File: config.mk
export PLATFORM = sky130hd
export DESIGN_NAME = irqc_top
export DESIGN_NICKNAME = d
export VERILOG_FILES = /design/src/rtl/irqc_pkg.sv /design/src/rtl/irqc_sync.sv /design/src/rtl/irqc_word.sv /design/src/rtl/irqc_top.sv
export SDC_FILE = /design/constraint.sdc
export NUM_CORES = 1
export LEC_CHECK = 0
export BUFFER_PORTS_ARGS = -buffer_cell sky130_fd_sc_hd__buf_2
export CAP_MARGIN = 15
export CORE_MARGIN = 4
export CORE_UTILIZATION = 55
export CTS_CLUSTER_SIZE = 10
export DETAILED_ROUTE_END_ITERATION = 6
export GPL_TIMING_DRIVEN = 1
export PLACE_DENSITY = 0.73
export SYNTH_ARGS = -nofsm -noshare
export SYNTH_HDL_FRONTEND = slang
export SYNTH_SLANG_ARGS = --single-unit
File: constraint.sdc
create_clock -name clk -period 3.5 [get_ports clk]
set_clock_uncertainty 0.2 [all_clocks]
set_input_delay 0.7 -clock clk [delete_from_list [all_inputs] [get_ports clk]]
set_output_delay 0.7 -clock clk [all_outputs]
set_load 0.01 [all_outputs]
File: src/rtl/irqc_pkg.sv
package irqc_pkg;
    localparam int WORD_W = 32;

    localparam logic [3:0] RG_IRQ   = 4'd0;
    localparam logic [3:0] RG_FIQ   = 4'd1;
    localparam logic [3:0] RG_RAW   = 4'd2;
    localparam logic [3:0] RG_SEL   = 4'd3;
    localparam logic [3:0] RG_EN    = 4'd4;
    localparam logic [3:0] RG_ENC   = 4'd5;
    localparam logic [3:0] RG_TRG   = 4'd6;
    localparam logic [3:0] RG_TRC   = 4'd7;
    localparam logic [3:0] RG_SENSE = 4'd8;
    localparam logic [3:0] RG_DUAL  = 4'd9;
    localparam logic [3:0] RG_EVT   = 4'd10;
    localparam logic [3:0] RG_ECLR  = 4'd11;
    localparam logic [3:0] RG_EST   = 4'd12;

    typedef struct packed {
        logic sel;
        logic en_set;
        logic en_clr;
        logic trg_set;
        logic trg_clr;
        logic sense;
        logic dual;
        logic evt;
        logic eclr;
    } wr_strb_t;

    typedef struct packed {
        logic [WORD_W-1:0] en;
        logic [WORD_W-1:0] trg;
        logic [WORD_W-1:0] sel;
        logic [WORD_W-1:0] sense;
        logic [WORD_W-1:0] dual;
        logic [WORD_W-1:0] evt;
        logic [WORD_W-1:0] latch;
        logic [WORD_W-1:0] prev;
    } word_st_t;

    typedef struct packed {
        logic [WORD_W-1:0] irq;
        logic [WORD_W-1:0] fiq;
        logic [WORD_W-1:0] raw;
        logic [WORD_W-1:0] sel;
        logic [WORD_W-1:0] en;
        logic [WORD_W-1:0] trg;
        logic [WORD_W-1:0] sense;
        logic [WORD_W-1:0] dual;
        logic [WORD_W-1:0] evt;
        logic [WORD_W-1:0] latch;
    } word_view_t;
endpackage

File: src/rtl/irqc_sync.sv
module irqc_sync #(
    parameter int W = 64
) (
    input  logic         clk,
    input  logic         rst_n,
    input  logic [W-1:0] async_in,
    output logic [W-1:0] sync_out
);
    typedef struct packed {
        logic [W-1:0] s1;
        logic [W-1:0] s2;
    } sync_st_t;

    sync_st_t st_d, st_q;

    always_comb begin
        st_d    = st_q;
        st_d.s1 = async_in;
        st_d.s2 = st_q.s1;
    end

    always_ff @(posedge clk or negedge rst_n) begin
        if (!rst_n) st_q <= '0;
        else        st_q <= st_d;
    end

    assign sync_out = st_q.s2;
endmodule

File: src/rtl/irqc_word.sv
module irqc_word
    import irqc_pkg::*;
(
    input  logic              clk,
    input  logic              rst_n,
    input  logic [WORD_W-1:0] lvl,
    input  wr_strb_t          wr,
    input  logic [WORD_W-1:0] wdata,
    output word_view_t        view
);
    localparam word_st_t RST_ST = '{
        en: '0, trg: '0, sel: '0, sense: '1,
        dual: '0, evt: '1, latch: '0, prev: '0
    };

    word_st_t st_d, st_q;
    logic [WORD_W-1:0] rise, fall, det, clr_m, pend, raw;

    always_comb begin
        st_d  = st_q;
        rise  = lvl & ~st_q.prev;
        fall  = ~lvl & st_q.prev;
        det   = (st_q.dual & (rise | fall))
              | (~st_q.dual & st_q.evt & rise)
              | (~st_q.dual & ~st_q.evt & fall);
        clr_m = wr.eclr ? (wdata & ~st_q.sense) : '0;

        st_d.prev = lvl;
        if (wr.sel)     st_d.sel   = wdata;
        if (wr.en_set)  st_d.en    = st_q.en | wdata;
        if (wr.en_clr)  st_d.en    = st_q.en & ~wdata;
        if (wr.trg_set) st_d.trg   = st_q.trg | wdata;
        if (wr.trg_clr) st_d.trg   = st_q.trg & ~wdata;
        if (wr.sense)   st_d.sense = wdata;
        if (wr.dual)    st_d.dual  = wdata;
        if (wr.evt)     st_d.evt   = wdata;
        // a new edge wins over a simultaneous clear
        st_d.latch = (st_q.latch & ~clr_m) | (det & ~st_q.sense);
    end

    always_ff @(posedge clk or negedge rst_n) begin
        if (!rst_n) st_q <= RST_ST;
        else        st_q <= st_d;
    end

    always_comb begin
        pend       = (st_q.sense & lvl) | (~st_q.sense & st_q.latch);
        raw        = pend | st_q.trg;
        view.raw   = raw;
        view.irq   = raw & st_q.en & ~st_q.sel;
        view.fiq   = raw & st_q.en & st_q.sel;
        view.sel   = st_q.sel;
        view.en    = st_q.en;
        view.trg   = st_q.trg;
        view.sense = st_q.sense;
        view.dual  = st_q.dual;
        view.evt   = st_q.evt;
        view.latch = st_q.latch;
    end

    p_en_set_r3: assert property (@(posedge clk) disable iff (!rst_n)
        wr.en_set |=> ((st_q.en & $past(wdata)) == $past(wdata)));
    p_en_clr_r3: assert property (@(posedge clk) disable iff (!rst_n)
        wr.en_clr |=> ((st_q.en & $past(wdata)) == '0));
    p_trg_set_r4: assert property (@(posedge clk) disable iff (!rst_n)
        wr.trg_set |=> ((st_q.trg & $past(wdata)) == $past(wdata)));
    p_trg_clr_r4: assert property (@(posedge clk) disable iff (!rst_n)
        wr.trg_clr |=> ((st_q.trg & $past(wdata)) == '0));
    p_latch_hold_r8: assert property (@(posedge clk) disable iff (!rst_n)
        !wr.eclr |=> ((st_q.latch & $past(st_q.latch)) == $past(st_q.latch)));
endmodule

File: src/rtl/irqc_top.sv
module irqc_top
    import irqc_pkg::*;
#(
    parameter int NUM_SRC = 64,
    parameter int ADDR_W  = 7
) (
    input  logic               clk,
    input  logic               rst_n,
    input  logic [NUM_SRC-1:0] src_in,
    input  logic               bus_sel,
    input  logic               bus_we,
    input  logic [ADDR_W-1:0]  bus_addr,
    input  logic [31:0]        bus_wdata,
    output logic [31:0]        bus_rdata,
    output logic               irq_o,
    output logic               fiq_o
);
    localparam int WORDS = NUM_SRC / WORD_W;

    logic [NUM_SRC-1:0] lvl;
    logic [3:0]         rg;
    logic               aligned, wsel, wr_hit;
    word_view_t         view [WORDS];
    word_view_t         cur;

    irqc_sync #(.W(NUM_SRC)) u_sync (
        .clk      (clk),
        .rst_n    (rst_n),
        .async_in (src_in),
        .sync_out (lvl)
    );

    assign rg      = bus_addr[6:3];
    assign wsel    = bus_addr[2];
    assign aligned = (bus_addr[1:0] == 2'b00);
    assign wr_hit  = bus_sel & bus_we & aligned;

    for (genvar g = 0; g < WORDS; g++) begin : g_word
        wr_strb_t strb;
        logic     mine;
        assign mine = wr_hit & (wsel == (g == 1));
        always_comb begin
            strb.sel     = mine & (rg == RG_SEL);
            strb.en_set  = mine & (rg == RG_EN);
            strb.en_clr  = mine & (rg == RG_ENC);
            strb.trg_set = mine & (rg == RG_TRG);
            strb.trg_clr = mine & (rg == RG_TRC);
            strb.sense   = mine & (rg == RG_SENSE);
            strb.dual    = mine & (rg == RG_DUAL);
            strb.evt     = mine & (rg == RG_EVT);
            strb.eclr    = mine & (rg == RG_ECLR);
        end
        irqc_word u_word (
            .clk   (clk),
            .rst_n (rst_n),
            .lvl   (lvl[g*WORD_W +: WORD_W]),
            .wr    (strb),
            .wdata (bus_wdata),
            .view  (view[g])
        );
    end

    assign cur = view[wsel];

    always_comb begin
        bus_rdata = '0;
        if (bus_sel && !bus_we && aligned) begin
            case (rg)
                RG_IRQ:   bus_rdata = cur.irq;
                RG_FIQ:   bus_rdata = cur.fiq;
                RG_RAW:   bus_rdata = cur.raw;
                RG_SEL:   bus_rdata = cur.sel;
                RG_EN:    bus_rdata = cur.en;
                RG_TRG:   bus_rdata = cur.trg;
                RG_SENSE: bus_rdata = cur.sense;
                RG_DUAL:  bus_rdata = cur.dual;
                RG_EVT:   bus_rdata = cur.evt;
                RG_EST:   bus_rdata = cur.latch;
                default:  bus_rdata = '0;
            endcase
        end
    end

    always_comb begin
        irq_o = 1'b0;
        fiq_o = 1'b0;
        for (int i = 0; i < WORDS; i++) begin
            irq_o = irq_o | (|view[i].irq);
            fiq_o = fiq_o | (|view[i].fiq);
        end
    end

    p_out_excl_r5: assert property (@(posedge clk) disable iff (!rst_n)
        (irq_o && fiq_o) |-> ((view[0].sel | view[1].sel) != '0));
endmodule

==> impl_metrics.tcl <==
set metrics [dict create \
    run_status "complete, but fails checks" \
    failed_checks "setup timing" \
    drv.max_cap_violation_count 0 \
    dr_wl_met2_um 45700 \
    layout.cell_area.non_filler_sq_um 40000 \
    routed_via_density 6.12 \
    synth_cell_type_count 64 \
    die-height_um 254 \
    route.top_layer_used "met5" \
    synthTopCellsByArea "dfrtp_1, mux2_2, dfstp_2" \
    routabilityCongestion 0.940 \
    synth_nets 3366 \
    share_of_synthesized_flip_flops_with_an_asynchronous_set_or_reset_pct 100 \
    synth_seq_area_share_pct 48.4 \
    power.internal_mw 13.1 \
    yosys-top-cells-count "dfrtp_1, mux2i_1, nand2_1, mux2_2, o21ai_0" \
    synth_compound_area_share_pct 10.5 \
    die-area_sq_um 64700 \
    layout-drive-gt1-share_pct 27.2 \
    route.final.wire_length_um 99500 \
    hpwlAfterDp_um 64800 \
    postSynthAreaPerCell_sq_um 10.7 \
    cts_tree "done" \
    power.switching_fraction_pct 25.4 \
    worst_setup_path_category "register to output pin" \
    fmaxAchievable_mhz 240 \
    p_leak_nw 18.8 \
    area_delta_synth_final_pct 19.8 \
    synth-xor-area-share_pct 0 \
    ant_nets 0 \
    avgRoutedWirePerCell_um 23.3 \
    main_combinational_cell_family_by_area_after_synthesis "multiplexers" \
    synth-simple-area-share_pct 11.3 \
    synth_top_area_cell "dfrtp_1" \
    ys.flop_type "dfrtp_1" \
    synth-warning-count 0 \
    pin_count 141 \
    finalCriticalPeriod_ns 4.17 \
    antenna_found_initial 5 \
    vias_in_the_first_global_route 26400 \
    syn-instance-count 3131 \
    whs_ns 0.0187 \
    power.density_cell_area_nw_per_um2 437 \
    maxSlewViolCount 0 \
    worst_slack_ns -0.671 \
    global_route.usage.total_pct 30.2 \
    vdd_ir_drop_max_v 0.000343 \
    report.power.total_mw 17.5 \
    die_x_um 254 \
    worst_path_most_repeated_cell "or4_4" \
    number_of_enable_type_register_cells_in_the_synthesized_netlist 0 \
    cp_data_required_time_ns 2.60 \
    p_sw_mw 4.44 \
    critical_path.max_stage_delay_ns 0.57 \
    unrepaired_setup_endpoints_after_global_routing "true" \
    synth_most_common_cell "dfrtp_1" \
    gr-total-overflow 0 \
    clock_tree_buf_depth 3 \
    root_buffer "clkbuf_16" \
    maximum_number_of_pins_on_one_net_before_global_route_repair 111 \
    share_seq_of_total_power_pct 46.4 \
    postSynthRegisterBits 640 \
    fillCellCount 4477 \
    detailedRoute.firstPassIterationCount 6 \
    tritoncts_num_sinks 640 \
    cts-buffers-inserted 77 \
    cp_cell_sequence "mux2i_4 -> a21oi_2 -> or4_4 -> or4_4 -> nor4_4 -> nand4_1 -> buf_2" \
    htree_num_levels 3 \
    period_share_pct 119 \
    floorplan.initialDensity_pct 55.4 \
    drcViolationCount 0 \
    worst_slew_pin_slew_ns 1.09 \
    placement_rows 90 \
    clock_power_share_pct 42.7 \
    worstSetupStartpointType "register" \
    vias 26100 \
    grt_first_pass_wirelength_um 152000 \
    placedInstanceArea_sq_um 36300 \
    maxSlewHeadroom_pct 27.4 \
    core_region_area_sq_um 60200 \
    total_standard_cell_area_after_synthesis_sq_um 33400 \
    finalSetupViolCount 3 \
    synthAdderAreaFrac_pct 4.80 \
    synth_top_area_share_pct 38.4 \
    detailedRoute.firstIterationViolations 2226 \
    power_frac_comb_pct 10.8 \
    design.final.nets 3662 \
    cpMaxStageDelayCell "dfstp_2" \
    io_buffer_count 140 \
    worstPathArrival_ns 3.27 \
    preCtsSetupSlack_ns -0.182 \
    end_kind "output pin" \
    clk-insertion-delay-late_ns 0.64 \
    synth.mux.area_fraction_pct 20.5 \
    route.met3.wl_um 7940 \
    path_clk_slew_ns 0.05 \
    crit_path_max_fanout 2 \
    final_core_util_pct 66.4 \
    hp-class "input pin to register" \
    report.final.hold_viol_count 0 \
    wire_length_the_detailed_router_placed_on_met1_um 40600 \
]
-- path summary, 6_finish.rpt --
kind / to / start / slack (ns) / cells after the start
worst max register to register: g_word[0].u_word.view[30] / u_sync.sync_out[30] / 1.74 / 5
worst max-delay path: fiq_o / g_word[0].u_word.view[126] / -0.67 / 7
worst min-delay path: u_sync.st_d[3] / src_in[3] / 0.02 / 1
worst min register to register: u_sync.sync_out[28] / u_sync.st_d[28] / 0.14 / 0
min in group asynchronous: asynchronous set/reset pin / rst_n / 0.40 / 2
max in group asynchronous: g_word[0].u_word.view[100] / rst_n / 1.58 / 4
-- metrics by stage --
stage	TNS (ns)	cells
floorplan	0	3131
global placement	-0.545	4045
global route	-1.13	4270
finish	-1.02	4272
detailed placement	-0.939	4045
CTS	-1.05	4255
-- power groups by stage --
| stage | Combinational, mW | Sequential, mW | Clock, mW |
|---|---|---|---|
| after floorplan | 1.00 | 8.12 | 0 |
| after global placement | 1.63 | 8.21 | 0 |
| after detailed placement | 1.70 | 8.23 | 0 |
| after CTS | 1.82 | 8.11 | 7.60 |
| after global routing | 2.06 | 8.17 | 7.91 |
| final | 1.89 | 8.12 | 7.48 |
-- final cells by class --
class	count	area, sq um	share of cell area [%]
Clock buffer	128	2230	5.57
Antenna cell	5	12.5	0.0313
Clock inverter	9	88.8	0.222
Sequential cell	640	16200	40.4
Tap cell	782	978	2.45
Timing Repair Buffer	393	3530	8.82
Multi-Input combinational cell	2116	16300	40.6
Inverter	199	749	1.87
-- cells in the final DEF, fill, tap and decap left out, drive strengths merged, types with 26 or more instances in the layout --
| cell | n |
|---|---|
| mux2i | 309 |
| nor4 | 32 |
| dlygate4sd3 | 64 |
| a21oi | 44 |
| nand2b | 66 |
| dfrtp | 512 |
| o22ai | 96 |
| buf | 325 |
| dfstp | 128 |
| nor2 | 117 |
| o21ai | 296 |
| nand4 | 26 |
| a211o | 28 |
| nand3b | 27 |
| inv | 204 |
| ha | 128 |
| mux2 | 334 |
| nor3 | 34 |
| nor2b | 52 |
| clkbuf | 130 |
| nand2 | 306 |
-- worst max-delay path: cells and delay by family, from the launching register on --
kind / cells / cell delay (ns)
simple gates: 4 / 1.47
flops: 1 / 0.57
compound gates: 1 / 0.09
mux: 1 / 0.27
buf+inv: 1 / 0.23
-- per-layer routing --
metal | track usage, % | vias up
met5 | 0 | -
li1 | - | 11700
met2 | 47.7 | 1137
met4 | 14.8 | 2
met3 | 6.06 | 310
met1 | 40.3 | 13000
-- kinds of logic (layout without fill, tap and decap cells) --
kind of cell	Yosys count	count (layout)
DFF	640	640
and+or+nand+nor	764	764
other	0	5
muxes	643	643
AOI/OAI and AO/OA	581	581
buffers and inverters	375	729
adders and majority gates	128	128
-- what timing repair did --
| item | 4_1_cts | 5_1_grt |
|---|---|---|
| pin swaps | 5 | 21 |
| hold endpoints to repair | 98 | 0 |
| hold buffers | 64 | 0 |
| gates cloned | 4 | 2 |
| gates resized for setup | 42 | 64 |
| setup buffers | 5 | 10 |
| setup endpoints to repair | 21 | 31 |
Power figures use the tool's default switching activity.
